**src/rtl/irqc_pkg.sv**
```systemverilog
package irqc_pkg;
  localparam int PRIO_W = 4;
  localparam int A_EN   = 0;
  localparam int A_SETP = 1;
  localparam int A_CLRP = 2;
  localparam int A_ACT  = 3;
  localparam int A_GRP  = 4;
  localparam int A_PRIO = 8;

  typedef struct packed {
    logic              nmi;
    logic [PRIO_W-1:0] pre;
  } lvl_t;

  // upper g bits of the level are the preemption field
  function automatic logic [PRIO_W-1:0] pre_mask(input logic [2:0] grp);
    int g;
    logic [PRIO_W-1:0] m;
    g = (int'(grp) > PRIO_W) ? PRIO_W : int'(grp);
    m = '0;
    for (int b = 0; b < PRIO_W; b++)
      if (b >= PRIO_W - g) m[b] = 1'b1;
    return m;
  endfunction
endpackage

```
**src/rtl/irqc_edge.sv**
```systemverilog
module irqc_edge #(
  parameter int W = 1
) (
  input  logic         clk_i,
  input  logic         rst_ni,
  input  logic [W-1:0] sig_i,
  output logic [W-1:0] rise_o
);
  logic [W-1:0] sig_q;

  always_ff @(posedge clk_i or negedge rst_ni) begin
    if (!rst_ni) sig_q <= '0;
    else         sig_q <= sig_i;
  end

  assign rise_o = sig_i & ~sig_q;
endmodule

```
**src/rtl/irqc_regs.sv**
```systemverilog
module irqc_regs
  import irqc_pkg::*;
#(
  parameter int N      = 8,
  parameter int ADDR_W = 4
) (
  input  logic                       clk_i,
  input  logic                       rst_ni,
  input  logic                       we_i,
  input  logic [ADDR_W-1:0]          addr_i,
  input  logic [31:0]                wdata_i,
  output logic [31:0]                rdata_o,
  input  logic [N-1:0]               hw_set_i,
  input  logic [N-1:0]               ack_clr_i,
  input  logic [N-1:0]               act_i,
  output logic [N-1:0]               en_o,
  output logic [N-1:0]               pend_o,
  output logic [N-1:0][PRIO_W-1:0]   prio_o,
  output logic [2:0]                 grp_o
);
  localparam int NWORD = N / 4;

  logic [N-1:0]             en_q, pend_q, set_m, clr_m;
  logic [N-1:0][PRIO_W-1:0] prio_q;
  logic [2:0]               grp_q;

  assign set_m = (we_i && addr_i == ADDR_W'(A_SETP)) ? wdata_i[N-1:0] : '0;
  assign clr_m = (we_i && addr_i == ADDR_W'(A_CLRP)) ? wdata_i[N-1:0] : '0;

  always_ff @(posedge clk_i or negedge rst_ni) begin
    if (!rst_ni) begin
      en_q   <= '0;
      pend_q <= '0;
      grp_q  <= '0;
    end else begin
      // sets win over clears so a fresh event is never dropped
      pend_q <= (pend_q & ~clr_m & ~ack_clr_i) | set_m | hw_set_i;
      if (we_i && addr_i == ADDR_W'(A_EN))  en_q  <= wdata_i[N-1:0];
      if (we_i && addr_i == ADDR_W'(A_GRP)) grp_q <= wdata_i[2:0];
    end
  end

  for (genvar w = 0; w < NWORD; w++) begin : g_word
    for (genvar k = 0; k < 4; k++) begin : g_byte
      always_ff @(posedge clk_i or negedge rst_ni) begin
        if (!rst_ni) prio_q[4*w+k] <= '0;
        else if (we_i && addr_i == ADDR_W'(A_PRIO + w))
          prio_q[4*w+k] <= wdata_i[8*k+4 +: PRIO_W];
      end
    end
  end

  always_comb begin
    rdata_o = '0;
    case (int'(addr_i))
      A_EN:   rdata_o[N-1:0] = en_q;
      A_SETP: rdata_o[N-1:0] = pend_q;
      A_CLRP: rdata_o[N-1:0] = pend_q;
      A_ACT:  rdata_o[N-1:0] = act_i;
      A_GRP:  rdata_o[2:0]   = grp_q;
      default: begin
        for (int w = 0; w < NWORD; w++)
          if (int'(addr_i) == A_PRIO + w)
            for (int k = 0; k < 4; k++)
              rdata_o[8*k+4 +: PRIO_W] = prio_q[4*w+k];
      end
    endcase
  end

  assign en_o   = en_q;
  assign pend_o = pend_q;
  assign prio_o = prio_q;
  assign grp_o  = grp_q;

  assert_clr_applied_R2: assert property (@(posedge clk_i) disable iff (!rst_ni)
    (clr_m != '0) |=> ((pend_q & $past(clr_m) & ~$past(set_m | hw_set_i)) == '0));
endmodule

```
**src/rtl/irqc_arb.sv**
```systemverilog
module irqc_arb
  import irqc_pkg::*;
#(
  parameter int N    = 8,
  parameter int ID_W = 4
) (
  input  logic [N-1:0]             cand_i,
  input  logic [N-1:0][PRIO_W-1:0] prio_i,
  output logic                     valid_o,
  output logic [ID_W-1:0]          id_o,
  output logic [PRIO_W-1:0]        prio_o
);
  // strict compare keeps the lowest index on equal values
  always_comb begin
    valid_o = 1'b0;
    id_o    = '0;
    prio_o  = '0;
    for (int i = 0; i < N; i++) begin
      if (cand_i[i] && (!valid_o || prio_i[i] < prio_o)) begin
        valid_o = 1'b1;
        id_o    = ID_W'(i);
        prio_o  = prio_i[i];
      end
    end
  end
endmodule

```
**src/rtl/irqc_stack.sv**
```systemverilog
module irqc_stack
  import irqc_pkg::*;
#(
  parameter int DEPTH = 17,
  parameter int ID_W  = 4
) (
  input  logic            clk_i,
  input  logic            rst_ni,
  input  logic            push_i,
  input  logic [ID_W-1:0] push_id_i,
  input  lvl_t            push_lvl_i,
  input  logic            pop_i,
  output logic            empty_o,
  output logic            full_o,
  output logic [ID_W-1:0] top_id_o,
  output lvl_t            top_lvl_o
);
  localparam int CNT_W = $clog2(DEPTH + 1);

  logic [ID_W-1:0] id_q  [DEPTH];
  lvl_t            lvl_q [DEPTH];
  logic [CNT_W-1:0] cnt_q;
  logic [CNT_W-1:0] top_ix;

  assign empty_o = (cnt_q == '0);
  assign full_o  = (cnt_q == CNT_W'(DEPTH));
  assign top_ix  = empty_o ? '0 : cnt_q - 1'b1;
  assign top_id_o  = id_q[top_ix];
  assign top_lvl_o = lvl_q[top_ix];

  always_ff @(posedge clk_i or negedge rst_ni) begin
    if (!rst_ni) begin
      cnt_q <= '0;
    end else if (push_i && !full_o) begin
      cnt_q <= cnt_q + 1'b1;
    end else if (pop_i && !empty_o) begin
      cnt_q <= cnt_q - 1'b1;
    end
  end

  for (genvar d = 0; d < DEPTH; d++) begin : g_slot
    always_ff @(posedge clk_i or negedge rst_ni) begin
      if (!rst_ni) begin
        id_q[d]  <= '0;
        lvl_q[d] <= '0;
      end else if (push_i && !full_o && cnt_q == CNT_W'(d)) begin
        id_q[d]  <= push_id_i;
        lvl_q[d] <= push_lvl_i;
      end
    end
  end

  assert_no_overflow_R8: assert property (@(posedge clk_i) disable iff (!rst_ni)
    push_i |-> !full_o);
  assert_pop_unwinds_R9: assert property (@(posedge clk_i) disable iff (!rst_ni)
    (pop_i && !push_i && !empty_o) |=> (cnt_q == $past(cnt_q) - 1'b1));
endmodule

```
**src/rtl/prio_irq_ctrl.sv**
```systemverilog
module prio_irq_ctrl
  import irqc_pkg::*;
#(
  parameter int NUM_LINES = 8,
  parameter int ADDR_W    = 4,
  parameter int ID_W      = $clog2(NUM_LINES + 1)
) (
  input  logic                 clk_i,
  input  logic                 rst_ni,
  input  logic [NUM_LINES-1:0] irq_i,
  input  logic                 nmi_i,
  input  logic                 reg_we_i,
  input  logic [ADDR_W-1:0]    reg_addr_i,
  input  logic [31:0]          reg_wdata_i,
  output logic [31:0]          reg_rdata_o,
  output logic                 irq_req_o,
  output logic [ID_W-1:0]      irq_id_o,
  input  logic                 irq_ack_i,
  input  logic                 irq_done_i
);
  localparam int N     = NUM_LINES;
  localparam int DEPTH = (1 << PRIO_W) + 1;

  logic [N-1:0]             irq_rise, en, pend, cand, ack_clr, act_q;
  logic [N-1:0][PRIO_W-1:0] prio;
  logic [2:0]               grp;
  logic                     nmi_rise, nmi_pend_q, nmi_cand;
  logic                     win_valid, irq_ok, push, pop;
  logic [ID_W-1:0]          win_id, top_id;
  logic [PRIO_W-1:0]        win_prio, win_pre;
  logic                     st_empty, st_full, top_nmi;
  lvl_t                     top_lvl, push_lvl;

  irqc_edge #(.W(N)) u_irq_edge (
    .clk_i(clk_i), .rst_ni(rst_ni), .sig_i(irq_i), .rise_o(irq_rise)
  );

  irqc_edge #(.W(1)) u_nmi_edge (
    .clk_i(clk_i), .rst_ni(rst_ni), .sig_i(nmi_i), .rise_o(nmi_rise)
  );

  irqc_regs #(.N(N), .ADDR_W(ADDR_W)) u_regs (
    .clk_i(clk_i), .rst_ni(rst_ni),
    .we_i(reg_we_i), .addr_i(reg_addr_i), .wdata_i(reg_wdata_i), .rdata_o(reg_rdata_o),
    .hw_set_i(irq_rise), .ack_clr_i(ack_clr), .act_i(act_q),
    .en_o(en), .pend_o(pend), .prio_o(prio), .grp_o(grp)
  );

  assign cand = en & pend;

  irqc_arb #(.N(N), .ID_W(ID_W)) u_arb (
    .cand_i(cand), .prio_i(prio),
    .valid_o(win_valid), .id_o(win_id), .prio_o(win_prio)
  );

  irqc_stack #(.DEPTH(DEPTH), .ID_W(ID_W)) u_stack (
    .clk_i(clk_i), .rst_ni(rst_ni),
    .push_i(push), .push_id_i(irq_id_o), .push_lvl_i(push_lvl), .pop_i(pop),
    .empty_o(st_empty), .full_o(st_full), .top_id_o(top_id), .top_lvl_o(top_lvl)
  );

  assign top_nmi  = !st_empty && top_lvl.nmi;
  assign nmi_cand = nmi_pend_q && !top_nmi;
  assign win_pre  = win_prio & pre_mask(grp);
  assign irq_ok   = win_valid && (st_empty || (!top_nmi && win_pre < top_lvl.pre));

  assign irq_req_o = nmi_cand || irq_ok;
  assign irq_id_o  = nmi_cand ? ID_W'(N) : win_id;

  // completion wins over a coincident acknowledge
  assign push = irq_ack_i && irq_req_o && !irq_done_i;
  assign pop  = irq_done_i && !st_empty;

  assign push_lvl.nmi = nmi_cand;
  assign push_lvl.pre = nmi_cand ? '0 : win_pre;

  always_comb begin
    ack_clr = '0;
    if (push && !nmi_cand) ack_clr[win_id] = 1'b1;
  end

  always_ff @(posedge clk_i or negedge rst_ni) begin
    if (!rst_ni) begin
      act_q      <= '0;
      nmi_pend_q <= 1'b0;
    end else begin
      nmi_pend_q <= (nmi_pend_q && !(push && nmi_cand)) || nmi_rise;
      if (push && !nmi_cand) act_q[win_id] <= 1'b1;
      if (pop && !top_lvl.nmi && int'(top_id) < N) act_q[top_id] <= 1'b0;
    end
  end

  assert_req_only_enabled_R3: assert property (@(posedge clk_i) disable iff (!rst_ni)
    (irq_req_o && int'(irq_id_o) < N) |-> (en[irq_id_o] && pend[irq_id_o]));
  assert_ack_sets_active_R7: assert property (@(posedge clk_i) disable iff (!rst_ni)
    (push && !nmi_cand) |=> act_q[$past(win_id)]);
  assert_nest_strict_R8: assert property (@(posedge clk_i) disable iff (!rst_ni)
    (push && !nmi_cand && !st_empty) |-> (!top_lvl.nmi && win_pre < top_lvl.pre));
  assert_nmi_first_R10: assert property (@(posedge clk_i) disable iff (!rst_ni)
    (nmi_pend_q && !top_nmi) |-> (irq_req_o && int'(irq_id_o) == N));
endmodule

```
**config.mk**
```make
export PLATFORM = sky130hd
export DESIGN_NAME = prio_irq_ctrl
export DESIGN_NICKNAME = d
export VERILOG_FILES = /design/src/rtl/irqc_pkg.sv /design/src/rtl/irqc_edge.sv /design/src/rtl/irqc_regs.sv /design/src/rtl/irqc_arb.sv /design/src/rtl/irqc_stack.sv /design/src/rtl/prio_irq_ctrl.sv
export SDC_FILE = /design/constraint.sdc
export NUM_CORES = 1
export LEC_CHECK = 0
export BUFFER_PORTS_ARGS = -buffer_cell sky130_fd_sc_hd__buf_2
export CORE_MARGIN = 1.5
export CORE_UTILIZATION = 52
export CTS_CLUSTER_SIZE = 16
export DETAILED_ROUTE_END_ITERATION = 8
export PLACE_DENSITY = 0.7
export SKIP_LAST_GASP = 1
export SLEW_MARGIN = 20
export SYNTH_ARGS = -nofsm -noshare
export SYNTH_HDL_FRONTEND = slang
export SYNTH_SLANG_ARGS = --single-unit
```
**constraint.sdc**
```tcl
create_clock -name clk_i -period 23.2 [get_ports clk_i]
set_input_delay 4.64 -clock clk_i [delete_from_list [all_inputs] [get_ports clk_i]]
set_output_delay 4.64 -clock clk_i [all_outputs]
set_load 0.1 [all_outputs]
```
Word level (Yosys, flattened, before mapping)
Index checks and enable logic that the tools add are counted.
{"block": "totals", "ramBits": 0, "romBits": 0, "input_bits": 50, "out_inout_bits": 37, "regBits": 227, "memories": 0, "latchBits": 0, "word_cells": 267}
{"block": "classes", "addsub": 3, "muxes": 62, "order_cmp": 19, "n_div": 0, "bitwise": 16, "n_eq_ne": 25, "n_mul": 0, "shift": 0, "n_reduce_logical": 75}
{"op": "$mux 4", "n": 23}
{"op": "$logic_and 1x1->1", "n": 46}
{"op": "$and 8x8->8", "n": 5}
{"op": "$eq 5x4->1 const B", "n": 8}
{"op": "$mux 8", "n": 5}
{"op": "$lt 4x4->1", "n": 8}
{"op": "$not 8->8", "n": 4}
{"op": "$bmux 5 s5", "n": 1}
{"op": "$mux 5", "n": 5}
{"op": "$or 8x8->8", "n": 3}
{"op": "$bmux 4 s5", "n": 1}
{"op": "$eq 5x3->1 const B", "n": 4}
{"op": "$eq 4x4->1 const B", "n": 4}
{"op": "$pmux 4 s4", "n": 1}
{"op": "$mux 1", "n": 15}
{"op": "$mux 3", "n": 5}
{"op": "$logic_not 1->1", "n": 14}
{"op": "$lt 4x4->1 const B", "n": 3}
{"op": "$pmux 3 s4", "n": 1}
{"op": "$eq 5x2->1 const B", "n": 2}
{"op": "$eq 5x5->1 const B", "n": 2}
{"op": "$logic_or 1x1->1", "n": 10}
{"op": "$eq 4x2->1 const B", "n": 2}
{"op": "$ge 3x4->1 const A", "n": 2}
{"op": "other kinds (23)", "n": 26}

Logic depth before layout (Yosys ltp)
Gate-level depths: netlist of the first run.
{"block": "depth", "depth_word": 44, "ltp_mapped": 71, "mapped_depth_nobuf": 66}

Cells and area by module
Synthesis of the first run repeated with hierarchy kept, for this count alone.
{"block": "hier_totals", "hier_cells": 1169, "hier_area_um2": 12967.4}
{"mod": "irqc_stack", "n_inst": 1, "seq_area_each_um2": 3953.8, "cells_per_inst": 641, "area_per_inst_um2": 7728.7}
{"mod": "irqc_regs", "n_inst": 1, "seq_area_each_um2": 1276.2, "cells_per_inst": 215, "area_per_inst_um2": 2735.1}
{"mod": "irqc_arb", "n_inst": 1, "seq_area_each_um2": 0.0, "cells_per_inst": 186, "area_per_inst_um2": 1313.8}
{"mod": "prio_irq_ctrl", "n_inst": 1, "seq_area_each_um2": 225.2, "cells_per_inst": 109, "area_per_inst_um2": 840.8}
{"mod": "irqc_edge at u_irq_edge", "n_inst": 1, "seq_area_each_um2": 200.2, "cells_per_inst": 16, "area_per_inst_um2": 310.3}
{"mod": "irqc_edge at u_nmi_edge", "n_inst": 1, "seq_area_each_um2": 25.0, "cells_per_inst": 2, "area_per_inst_um2": 38.8}

Least setup slack after synthesis of the first run
No wires, ideal clock.
{"block": "synth_path", "path_type": "flip-flop to output port", "startpoint": "register u_regs.pend_q[0] (netlist: u_regs.pend_o[0])", "endpoint": "output irq_req_o", "n_path_buf": 3, "path_slack_ns": 4.148, "arrival_time_ns": 14.412, "required_time_ns": 18.560, "stages_incl_launch_ff": 65, "path_cell_list": "dfrtp_1 -> and2_1 -> buf_4 -> nand2_1 -> ha_1 -> o21a_1 -> nor2_1 -> nor3_1 -> mux2i_1 -> inv_1 -> ha_1 -> a21o_1 -> a21oi_1 -> o211ai_1 -> a31oi_4 -> mux2_2 -> inv_1 -> ha_1 -> (+29 left out) -> nor2_1 -> mux2i_1 -> ha_1 -> a21o_1 -> a21oi_1 -> o21ai_0 -> or2_2 -> o32ai_1 -> a211oi_2 -> o221ai_1 -> a21oi_1 -> ha_1 -> a21oi_1 -> nor2b_1 -> o21ai_0 -> o21ai_0 -> a31o_2 -> nor3b_1"}
{"block": "synth_between", "elab_chain_len": 36, "elab_cells_between_ends": 51, "classes_between": "8 x order compare; 16 x mux; 2 x bitwise; 25 x reduce/logical"}
{"item": "start: declaration", "line_no": "irqc_regs.sv:23", "source": "logic [N-1:0] en_q, pend_q, set_m, clr_m;"}
{"item": "start signal: assignment", "line_no": "irqc_regs.sv:37", "source": "pend_q <= (pend_q & ~clr_m & ~ack_clr_i) | set_m | hw_set_i;"}
{"item": "$and 8x8->8 *", "line_no": "prio_irq_ctrl.sv:49", "source": "assign cand = en & pend;"}
{"item": "$mux 4 or $mux 1 (tied branches)", "line_no": "irqc_arb.sv:19", "source": "if (cand_i[i] && (!valid_o || prio_i[i] < prio_o)) begin"}
{"item": "$lt 4x4->1 or $logic_not 1->1 (tied branches)", "line_no": "irqc_arb.sv:19"}
{"item": "$logic_or 1x1->1", "line_no": "irqc_arb.sv:19"}
{"item": "$logic_and 1x1->1", "line_no": "irqc_arb.sv:19"}
{"item": "$mux 4 or $mux 1 (tied branches)", "line_no": "irqc_arb.sv:19"}
{"item": "$lt 4x4->1 or $logic_not 1->1 (tied branches)", "line_no": "irqc_arb.sv:19"}
{"item": "$logic_or 1x1->1", "line_no": "irqc_arb.sv:19"}
{"item": "(+20 left out)"}
{"item": "$logic_and 1x1->1", "line_no": "irqc_arb.sv:19"}
{"item": "$mux 4", "line_no": "irqc_arb.sv:19"}
{"item": "$and 4x4->4", "line_no": "prio_irq_ctrl.sv:64", "source": "assign win_pre = win_prio & pre_mask(grp);"}
{"item": "$lt 4x4->1", "line_no": "prio_irq_ctrl.sv:65", "source": "assign irq_ok = win_valid && (st_empty || (!top_nmi && win_pre < top_lvl.pre));"}
{"item": "$logic_and 1x1->1", "line_no": "prio_irq_ctrl.sv:65"}
{"item": "$logic_or 1x1->1", "line_no": "prio_irq_ctrl.sv:65"}
{"item": "$logic_and 1x1->1 *", "line_no": "prio_irq_ctrl.sv:65"}
{"item": "$logic_or 1x1->1 *", "line_no": "prio_irq_ctrl.sv:67", "source": "assign irq_req_o = nmi_cand || irq_ok;"}
{"item": "end: declaration", "line_no": "prio_irq_ctrl.sv:16", "source": "output logic irq_req_o,"}
Every way passes the cells marked *; elsewhere a longest branch is shown, timed or not.

Final worst setup path of the first run
{"block": "layout_path", "startpoint": "register u_regs.en_q[0] (netlist: u_regs.en_o[0])", "endpoint": "output irq_req_o"}
{"block": "layout_between", "elab_chain_len": 36, "elab_cells_between_ends": 51, "classes_between": "8 x order compare; 16 x mux; 2 x bitwise; 25 x reduce/logical"}
{"item": "start: declaration", "line_no": "irqc_regs.sv:23"}
{"item": "start signal: assignment", "line_no": "irqc_regs.sv:38", "source": "if (we_i && addr_i == ADDR_W'(A_EN)) en_q <= wdata_i[N-1:0];"}
{"item": "$and 8x8->8 *", "line_no": "prio_irq_ctrl.sv:49"}
{"item": "$mux 4 or $mux 1 (tied branches)", "line_no": "irqc_arb.sv:19"}
{"item": "$lt 4x4->1 or $logic_not 1->1 (tied branches)", "line_no": "irqc_arb.sv:19"}
{"item": "$logic_or 1x1->1", "line_no": "irqc_arb.sv:19"}
{"item": "$logic_and 1x1->1", "line_no": "irqc_arb.sv:19"}
{"item": "$mux 4 or $mux 1 (tied branches)", "line_no": "irqc_arb.sv:19"}
{"item": "$lt 4x4->1 or $logic_not 1->1 (tied branches)", "line_no": "irqc_arb.sv:19"}
{"item": "$logic_or 1x1->1", "line_no": "irqc_arb.sv:19"}
{"item": "(+20 left out)"}
{"item": "$logic_and 1x1->1", "line_no": "irqc_arb.sv:19"}
{"item": "$mux 4", "line_no": "irqc_arb.sv:19"}
{"item": "$and 4x4->4", "line_no": "prio_irq_ctrl.sv:64"}
{"item": "$lt 4x4->1", "line_no": "prio_irq_ctrl.sv:65"}
{"item": "$logic_and 1x1->1", "line_no": "prio_irq_ctrl.sv:65"}
{"item": "$logic_or 1x1->1", "line_no": "prio_irq_ctrl.sv:65"}
{"item": "$logic_and 1x1->1 *", "line_no": "prio_irq_ctrl.sv:65"}
{"item": "$logic_or 1x1->1 *", "line_no": "prio_irq_ctrl.sv:67"}
Marks and branches as above.

==> results.sh, run 1 <==
export IMPL_crit_start="u_regs.en_o[0]$_DFFE_PN0P_"
export IMPL_fin_util_pct=58.3
export IMPL_synth_edf_count=0
export IMPL_start_util_pct=52.8
export IMPL_drc_errors=0
export IMPL_grt_usage_pct=25.7
export IMPL_slew_headroom_pct=23.0
export IMPL_vias_per_cell=6.24
export IMPL_crit_arrival_ns=15.24
export IMPL_nets=1213
export IMPL_required_ns=18.56
export IMPL_wl_met1_mm=14.2
export IMPL_tns_ns=0
export IMPL_cp_end_kind="primary output"
export IMPL_row_count=55
export IMPL_critPathSlowestCell="nor3_1"
export IMPL_core_sq_um=22600
export IMPL_root_buffer="clkbuf_16"
export IMPL_synthArstFlopShare_pct=100
export IMPL_finalClockSkew_ns=0.00689
export IMPL_cts_resized=0
export IMPL_route_met3_wl_mm=1.74
export IMPL_yosysMostFrequentCell="dfrtp_1"
export IMPL_place_gp_congestion=0.917
export IMPL_numCtsBuffers=24
export IMPL_wl_per_cell_um=21.1
export IMPL_grt_pass1_wl_mm=48.4
export IMPL_cp_max_fo=10
export IMPL_min_period_ns=19.88
export IMPL_rr_startpoint="u_regs.en_o[0]$_DFFE_PN0P_"
export IMPL_crit_path_start_kind="flop"
export IMPL_dieArea_sq_um=23900
export IMPL_synth_commonest_cells="dfrtp_1 (210), mux2_2 (147), nand2_1 (122)"
export IMPL_pre_cts_ws_ns=4.09
export IMPL_ys_seq_area_share_pct=43.9
export IMPL_syn_to_final_growth_pct=10.3
export IMPL_rrSetupSlack_ns=7.63
export IMPL_synth_top_area_share_pct=43.9
export IMPL_setup_slack_ns=3.32
export IMPL_synth_seq_cells=210
export IMPL_insertion_delay_ns=0.52
export IMPL_grt_overflow_total=0
export IMPL_rsz0062_at_grt="no"
export IMPL_drive_above_1_share_pct=29.9
export IMPL_critPathMaxStageDelay_ns=0.54
export IMPL_holdPathStages=1
export IMPL_hp_start="u_nmi_edge.sig_q$_DFF_PN0_"
export IMPL_grt_pass1_vias=8636
export IMPL_die_h_um=155
export IMPL_cts_sinks=210
export IMPL_ant_nets=0
export IMPL_fmaxAchievable_mhz=50.3
export IMPL_hpwl_mm=21.0
export IMPL_min_to="nmi_pend_q$_DFF_PN0_"
export IMPL_yosysUniqueCellTypes=84
export IMPL_slew_violations=0
export IMPL_synth_area_leader_cell="dfrtp_1"
export IMPL_synth_flop_cell="dfrtp_1"
export IMPL_reg2reg_to="u_stack.id_q[23]$_DFFE_PN0P_"
export IMPL_finalSetupViolCount=0
export IMPL_wl_mm=30.2
export IMPL_hold_viol=0
export IMPL_io_pins=87
export IMPL_dieWidth_um=155
export IMPL_top_layer="met4"
export IMPL_synthTopCellsByArea="dfrtp_1 (44%), mux2_2 (14%), mux2_4 (5.1%)"
export IMPL_ctsHtreeMaxLevel=1
export IMPL_post_cts_buffers=0
export IMPL_avgSynthCellArea_sq_um=10.9
export IMPL_worstSetupPathType="flop to primary output"
export IMPL_crit_path_frequent_cell="ha_1"
export IMPL_vias=8947
export IMPL_synth_cells=1095
export IMPL_hold_buffers=0
export IMPL_rr_worst_depth=64
export IMPL_worst_pin_slew_ns=1.16
export IMPL_wl_met2_mm=13.7
export IMPL_drtPass1Iterations=5
export IMPL_place_port_buffers=62
export IMPL_drt_iter0_markers=689
export IMPL_yosys_warnings=0
export IMPL_antenna_found_initial=0
export IMPL_clk_path_buf_depth=3
export IMPL_synth_area_sq_um=12000
export IMPL_outcome="finished clean"
export IMPL_cap_violations=0
export IMPL_cts_tree="done"
export IMPL_hp_class="flop to flop"
export IMPL_clk_pin_slew_worst_paths_ns=0.06
export IMPL_nFillCells=1895
export IMPL_grt_max_degree=80
export IMPL_diodes=0
export IMPL_finalCritPeriodShare_pct=85.7
## layout make-up
class / instances / area (sq um) / area share, %
Multi-Input combinational cell: 790 / 6270 / 47.5
Sequential cell: 210 / 5260 / 39.8
Clock buffer: 31 / 668 / 5.06
Timing Repair Buffer: 77 / 432 / 3.27
Tap cell: 285 / 357 / 2.70
Inverter: 30 / 113 / 0.853
Clock inverter: 10 / 104 / 0.787
## critical path, delay by kind of cell, from the launching register on
family | cells | cell delay (ns)
flops | 1 | 0.48
simple gates | 19 | 4.44
buf+inv | 6 | 0.87
fa+ha+maj | 8 | 2.21
mux | 5 | 1.57
compound gates | 23 | 5.11
## registers in the layout, indices dropped and copies added, names as in the netlist
name / count
act_q: 8
u_nmi_edge.sig_q: 1
u_irq_edge.sig_q: 8
u_stack.id_q: 53
u_regs.pend_o: 8
u_stack.lvl_q: 83
u_stack.cnt_q: 5
nmi_pend_q: 1
u_regs.prio_o: 32
u_regs.grp_o: 3
u_regs.en_o: 8
## cells in the final DEF (no fill, tap or decap), types with 7 or more instances in the layout
master	synthesis	routed
ha_1	30	30
a21o_1	7	7
nand2_1	122	122
mux2_4	41	41
o221ai_1	19	19
mux2i_1	19	19
o21ai_0	36	35
nor2b_1	14	14
or2_2	8	8
buf_2	5	61
mux2_2	147	147
o211ai_1	7	7
a211oi_1	14	14
clkinv_2	0	7
inv_1	30	30
a2bb2oi_1	8	8
nor2_1	36	34
a31oi_1	10	10
conb_1	1	12
a22oi_1	7	7
or3_1	12	12
nand3_1	26	26
a22o_1	13	13
a21oi_1	59	59
and2_1	13	13
a311oi_1	11	11
dfrtp_1	210	210
clkbuf_16	0	25
a221oi_1	7	7
nor3_1	13	13
buf_4	16	15
nand2b_1	9	9
## logic make-up after synthesis
family	share of synthesized area, %
muxes	21.2
DFF	43.9
and+or+nand+nor	12.6
AOI/OAI and AO/OA	14.5
xor gates and xnor gates	0.439
adders and majority gates	3.14
buffers and inverters	4.19
other	0.0313
## per-layer routing
metal	track usage [%]	vias up
met5	0	-
met4	6.36	0
met3	2.80	43
met2	39.7	278
met1	38.5	4548
li1	-	4078
## worst max-delay path by stage
stage	to	slack [ns]	cells after the start
global placement	irq_req_o	4.20	61
global route	irq_req_o	2.14	61
floorplan	irq_req_o	4.15	64
finish	irq_req_o	3.32	61
CTS	irq_req_o	3.49	61
detailed placement	irq_req_o	4.09	61
## through the flow
step	instances	cell area, sq um	hold WS (ns)
floorplan	1106	12000	0.400
global placement	1392	12400	0.411
detailed placement	1392	12400	0.423
CTS	1433	13200	0.447
global route	1433	13200	0.481
finish	1433	13200	0.436
Power of run 1 is left out: the tool's default activity adds up to more than one toggle a clock period on the data nets, which glitch-free logic cannot reach.
==> inputs of run 2 (changes only) <==
- PLACE_DENSITY: 0.7 -> 0.68
==> results.sh, run 2 (synthesis gave the netlist of run 1 again) <==
export IMPL_io_pins=87
export IMPL_crit_arrival_ns=15.43
export IMPL_worstSetupPathType="flop to primary output"
export IMPL_place_port_buffers=62
export IMPL_setup_slack_ns=3.13
export IMPL_diodes=0
export IMPL_dp_cells=1392
export IMPL_tns_ns=0
export IMPL_antenna_found_initial=0
export IMPL_drc_errors=0
export IMPL_final_cell_mix="dfrtp_1 (210), mux2_2 (147), nand2_1 (122)"
export IMPL_finalCritPeriodShare_pct=86.5
export IMPL_critPathMaxStageDelay_ns=0.62
export IMPL_root_buffer="clkbuf_16"
export IMPL_nets=1215
export IMPL_worst_pin_slew_ns=1.10
export IMPL_cts_resized=0
export IMPL_wl_mm=30.3
export IMPL_cp_max_fo=10
export IMPL_fin_area_sq_um=13300
export IMPL_rrSetupSlack_ns=7.39
export IMPL_min_period_ns=20.07
export IMPL_syn_to_final_growth_pct=11.4
export IMPL_dpl_cell_area_sq_um=12400
export IMPL_hold_viol=0
export IMPL_drtPass1Iterations=5
export IMPL_place_gp_congestion=0.925
export IMPL_row_count=55
export IMPL_final_common_cell="dfrtp_1"
export IMPL_wl_per_cell_um=21.1
export IMPL_hold_buffers=0
export IMPL_nFillCells=1932
export IMPL_outcome="finished clean"
export IMPL_grt_usage_pct=25.7
export IMPL_critPathSlowestCell="nor3_1"
export IMPL_post_cts_buffers=0
export IMPL_ant_nets=0
export IMPL_vias=8882
export IMPL_clk_pin_slew_worst_paths_ns=0.06
export IMPL_numCtsBuffers=26
export IMPL_hp_class="flop to flop"
export IMPL_slew_violations=0
export IMPL_critPathBufInv=6
export IMPL_dieArea_sq_um=23900
export IMPL_grt_overflow_total=0
export IMPL_dieWidth_um=155
export IMPL_ctsHtreeMaxLevel=1
export IMPL_crit_path_frequent_cell="ha_1"
export IMPL_pre_cts_ws_ns=3.93
export IMPL_required_ns=18.56
export IMPL_crit_path_start_kind="flop"
export IMPL_hpwl_mm=20.8
export IMPL_rsz0062_at_grt="no"
export IMPL_slew_headroom_pct=26.3
export IMPL_drive_above_1_share_pct=30.2
export IMPL_vias_per_cell=6.17
export IMPL_grt_pass1_vias=8609
export IMPL_fmaxAchievable_mhz=49.8
export IMPL_grt_pass1_wl_mm=48.4
export IMPL_insertion_delay_ns=0.54
export IMPL_cp_end_kind="primary output"
export IMPL_finalClockSkew_ns=0.0122
export IMPL_finalSetupViolCount=0
export IMPL_core_sq_um=22600
export IMPL_fin_cells=1439
export IMPL_drt_iter0_markers=653
export IMPL_top_register="u_stack.lvl_q"
export IMPL_cts_tree="done"
export IMPL_grt_max_degree=86
export IMPL_start_util_pct=52.8
export IMPL_die_h_um=155
export IMPL_largest_reg_flops=83
export IMPL_cap_violations=0
export IMPL_crit_family="compound AO/OA/AOI/OAI gates"
export IMPL_cts_sinks=210
export IMPL_clk_path_buf_depth=3
==> run 2: cell count changes in the layout (fill, tap and decap cells not counted), sizes merged <==
cell | before | now
clkinvlp | 0 | 1
clkinv | 8 | 6
clkbuf | 32 | 37
inv | 30 | 31
bufinv | 2 | 3
==> run 2: layer usage <==
metal | up-vias | track usage (%) | share of wire [%]
li1 | 4096 | - | -
met1 | 4502 | 39.5 | 48
met2 | 239 | 38.4 | 44
met3 | 45 | 3.31 | 6.2
met4 | 0 | 6.36 | 1.9
met5 | - | 0 | 0
==> run 2: worst register-to-register path, delay by kind of cell, from the launching register on <==
family | cells | cell delay [ns]
buf+inv | 6 | 0.60
simple gates | 20 | 5.17
flops | 1 | 0.50
mux | 6 | 1.98
compound gates | 24 | 5.23
fa+ha+maj | 8 | 2.23
==> run 2: final cells by class <==
type / count / area, sq um / area share, %
multi-input cells: 790 / 6270 / 47.1
inverters: 30 / 113 / 0.845
clock inverters: 11 / 148 / 1.11
well taps: 285 / 357 / 2.68
clock buffers: 36 / 748 / 5.62
flip-flops and latches: 210 / 5260 / 39.4
repair buffers: 77 / 432 / 3.24
==> run 2: final timing paths <==
| check | from | end | depth (start not counted) |
|---|---|---|---|
| max in group asynchronous | rst_ni | u_stack.lvl_q[64]$_DFFE_PN0P_ | 2 |
| worst max register to register | u_regs.pend_o[0]$_DFF_PN0_ | u_stack.lvl_q[50]$_DFFE_PN0P_ | 64 |
| worst min register to register | u_nmi_edge.sig_q$_DFF_PN0_ | nmi_pend_q$_DFF_PN0_ | 1 |
| worst max-delay path | u_regs.pend_o[0]$_DFF_PN0_ | irq_req_o | 61 |
| worst min-delay path | u_nmi_edge.sig_q$_DFF_PN0_ | nmi_pend_q$_DFF_PN0_ | 1 |
| min in group asynchronous | rst_ni | u_irq_edge.sig_q[1]$_DFF_PN0_ | 1 |
==> run 2: per-stage QoR <==
stage	hold WS (ns)	util [%]
floorplan	0.400	-
global placement	0.406	54.8
detailed placement	0.419	54.9
CTS	0.427	58.8
global route	0.474	58.8
finish	0.423	58.8
Power of run 2 is left out for the same reason.
==> inputs of run 3 (changes only) <==
- CORE_ASPECT_RATIO: unset -> 0.75
==> results.sh, run 3 (synthesis gave the netlist of run 1 again) <==
export IMPL_pre_cts_ws_ns=4.10
export IMPL_slew_violations=0
export IMPL_place_gp_congestion=0.926
export IMPL_top_register="u_stack.lvl_q"
export IMPL_multi_input_area_sq_um=6280
export IMPL_hpwl_mm=21.6
export IMPL_fin_cells=1441
export IMPL_root_buffer="clkbuf_16"
export IMPL_vias=8868
export IMPL_drtPass1Iterations=5
export IMPL_wl_mm=30.7
export IMPL_crit_arrival_ns=15.26
export IMPL_largest_reg_flops=83
export IMPL_cts_tree="done"
export IMPL_dieArea_sq_um=23900
export IMPL_finalSetupViolCount=0
export IMPL_ctsHtreeMaxLevel=1
export IMPL_hold_buffers=0
export IMPL_start_util_pct=53.5
export IMPL_register_area_sq_um=5260
export IMPL_clk_pin_slew_worst_paths_ns=0.06
export IMPL_nets=1212
export IMPL_finalClockSkew_ns=0.0212
export IMPL_io_pins=87
export IMPL_post_cts_buffers=0
export IMPL_numCtsBuffers=23
export IMPL_cp_end_kind="primary output"
export IMPL_syn_to_final_growth_pct=10.8
export IMPL_grt_pass1_wl_mm=48.7
export IMPL_dieWidth_um=178
export IMPL_drive_above_1_share_pct=30.1
export IMPL_setup_slack_ns=3.30
export IMPL_rsz0062_at_grt="no"
export IMPL_drt_iter0_markers=921
export IMPL_fmaxAchievable_mhz=50.2
export IMPL_die_h_um=134
export IMPL_critPathBufInv=6
export IMPL_cap_violations=0
export IMPL_core_sq_um=22300
export IMPL_critPathSlowestCell="nor3_1"
export IMPL_cts_resized=0
export IMPL_diodes=0
export IMPL_antenna_found_initial=0
export IMPL_vias_per_cell=6.15
export IMPL_dpl_cell_area_sq_um=12400
export IMPL_final_cell_mix="dfrtp_1 (210), mux2_2 (147), nand2_1 (122)"
export IMPL_final_common_cell="dfrtp_1"
export IMPL_outcome="finished clean"
export IMPL_grt_usage_pct=26.3
export IMPL_hp_class="flop to flop"
export IMPL_slew_headroom_pct=26.0
export IMPL_cts_sinks=210
export IMPL_wl_per_cell_um=21.3
export IMPL_dp_cells=1401
export IMPL_worstSetupPathType="flop to primary output"
export IMPL_insertion_delay_ns=0.53
export IMPL_cp_max_fo=10
export IMPL_crit_path_frequent_cell="ha_1"
export IMPL_clk_path_buf_depth=3
export IMPL_place_port_buffers=62
export IMPL_crit_family="compound AO/OA/AOI/OAI gates"
export IMPL_worst_pin_slew_ns=1.11
export IMPL_tns_ns=0
export IMPL_fin_area_sq_um=13300
export IMPL_hold_viol=0
export IMPL_min_period_ns=19.90
export IMPL_finalCritPeriodShare_pct=85.8
export IMPL_nFillCells=1862
export IMPL_critPathMaxStageDelay_ns=0.53
export IMPL_grt_pass1_vias=8563
export IMPL_grt_max_degree=75
export IMPL_drc_errors=0
export IMPL_ant_nets=0
export IMPL_crit_path_start_kind="flop"
export IMPL_row_count=47
export IMPL_required_ns=18.56
export IMPL_grt_overflow_total=0
-- run 3: layout make-up --
cell class              count  share of cell area [%]
well taps                 294                    2.78
repair buffers             77                    3.27
multi-input cells         790                    47.4
clock inverters            11                    1.19
flip-flops and latches    210                    39.7
clock buffers              29                    4.89
inverters                  30                   0.850
-- run 3: layer usage --
| metal | GRT usage, % | vias up | part of all wire, % |
|---|---|---|---|
| met3 | 6.89 | 33 | 8.4 |
| met2 | 35.0 | 298 | 40 |
| met4 | 4.58 | 0 | 1.3 |
| li1 | - | 4074 | - |
| met5 | 0 | - | 0 |
| met1 | 42.3 | 4463 | 50 |
-- run 3: path summary, 6_finish.rpt --
path	start	endpoint	slack, ns	cells past startpoint
worst max-delay path	u_regs.en_o[0]$_DFFE_PN0P_	irq_req_o	3.30	61
worst min-delay path	u_nmi_edge.sig_q$_DFF_PN0_	nmi_pend_q$_DFF_PN0_	0.43	1
worst max register to register	u_regs.en_o[0]$_DFFE_PN0P_	u_regs.pend_o[0]$_DFF_PN0_	7.40	63
worst min register to register	u_nmi_edge.sig_q$_DFF_PN0_	nmi_pend_q$_DFF_PN0_	0.43	1
max in group asynchronous	rst_ni	u_stack.lvl_q[15]$_DFFE_PN0P_	17.80	2
min in group asynchronous	rst_ni	u_regs.prio_o[7]$_DFFE_PN0P_	4.09	1
-- run 3: stage by stage --
step | utilization (%) | hold WS (ns)
6_report | 59.3 | 0.429
4_1_cts | 59.2 | 0.433
3_5_place_dp | 55.6 | 0.426
5_1_grt | 59.3 | 0.455
3_3_place_gp | 55.6 | 0.423
2_1_floorplan | - | 0.400
-- run 3: worst register-to-register path, delay by kind of cell, from the launching register on --
kind,cells,cell delay (ns)
DFF,1,0.47
buffers and inverters,5,0.39
AOI/OAI and AO/OA,25,5.69
and+or+nand+nor,20,5.28
adders and majority gates,8,2.20
muxes,5,1.59
Power of run 3 is left out for the same reason.
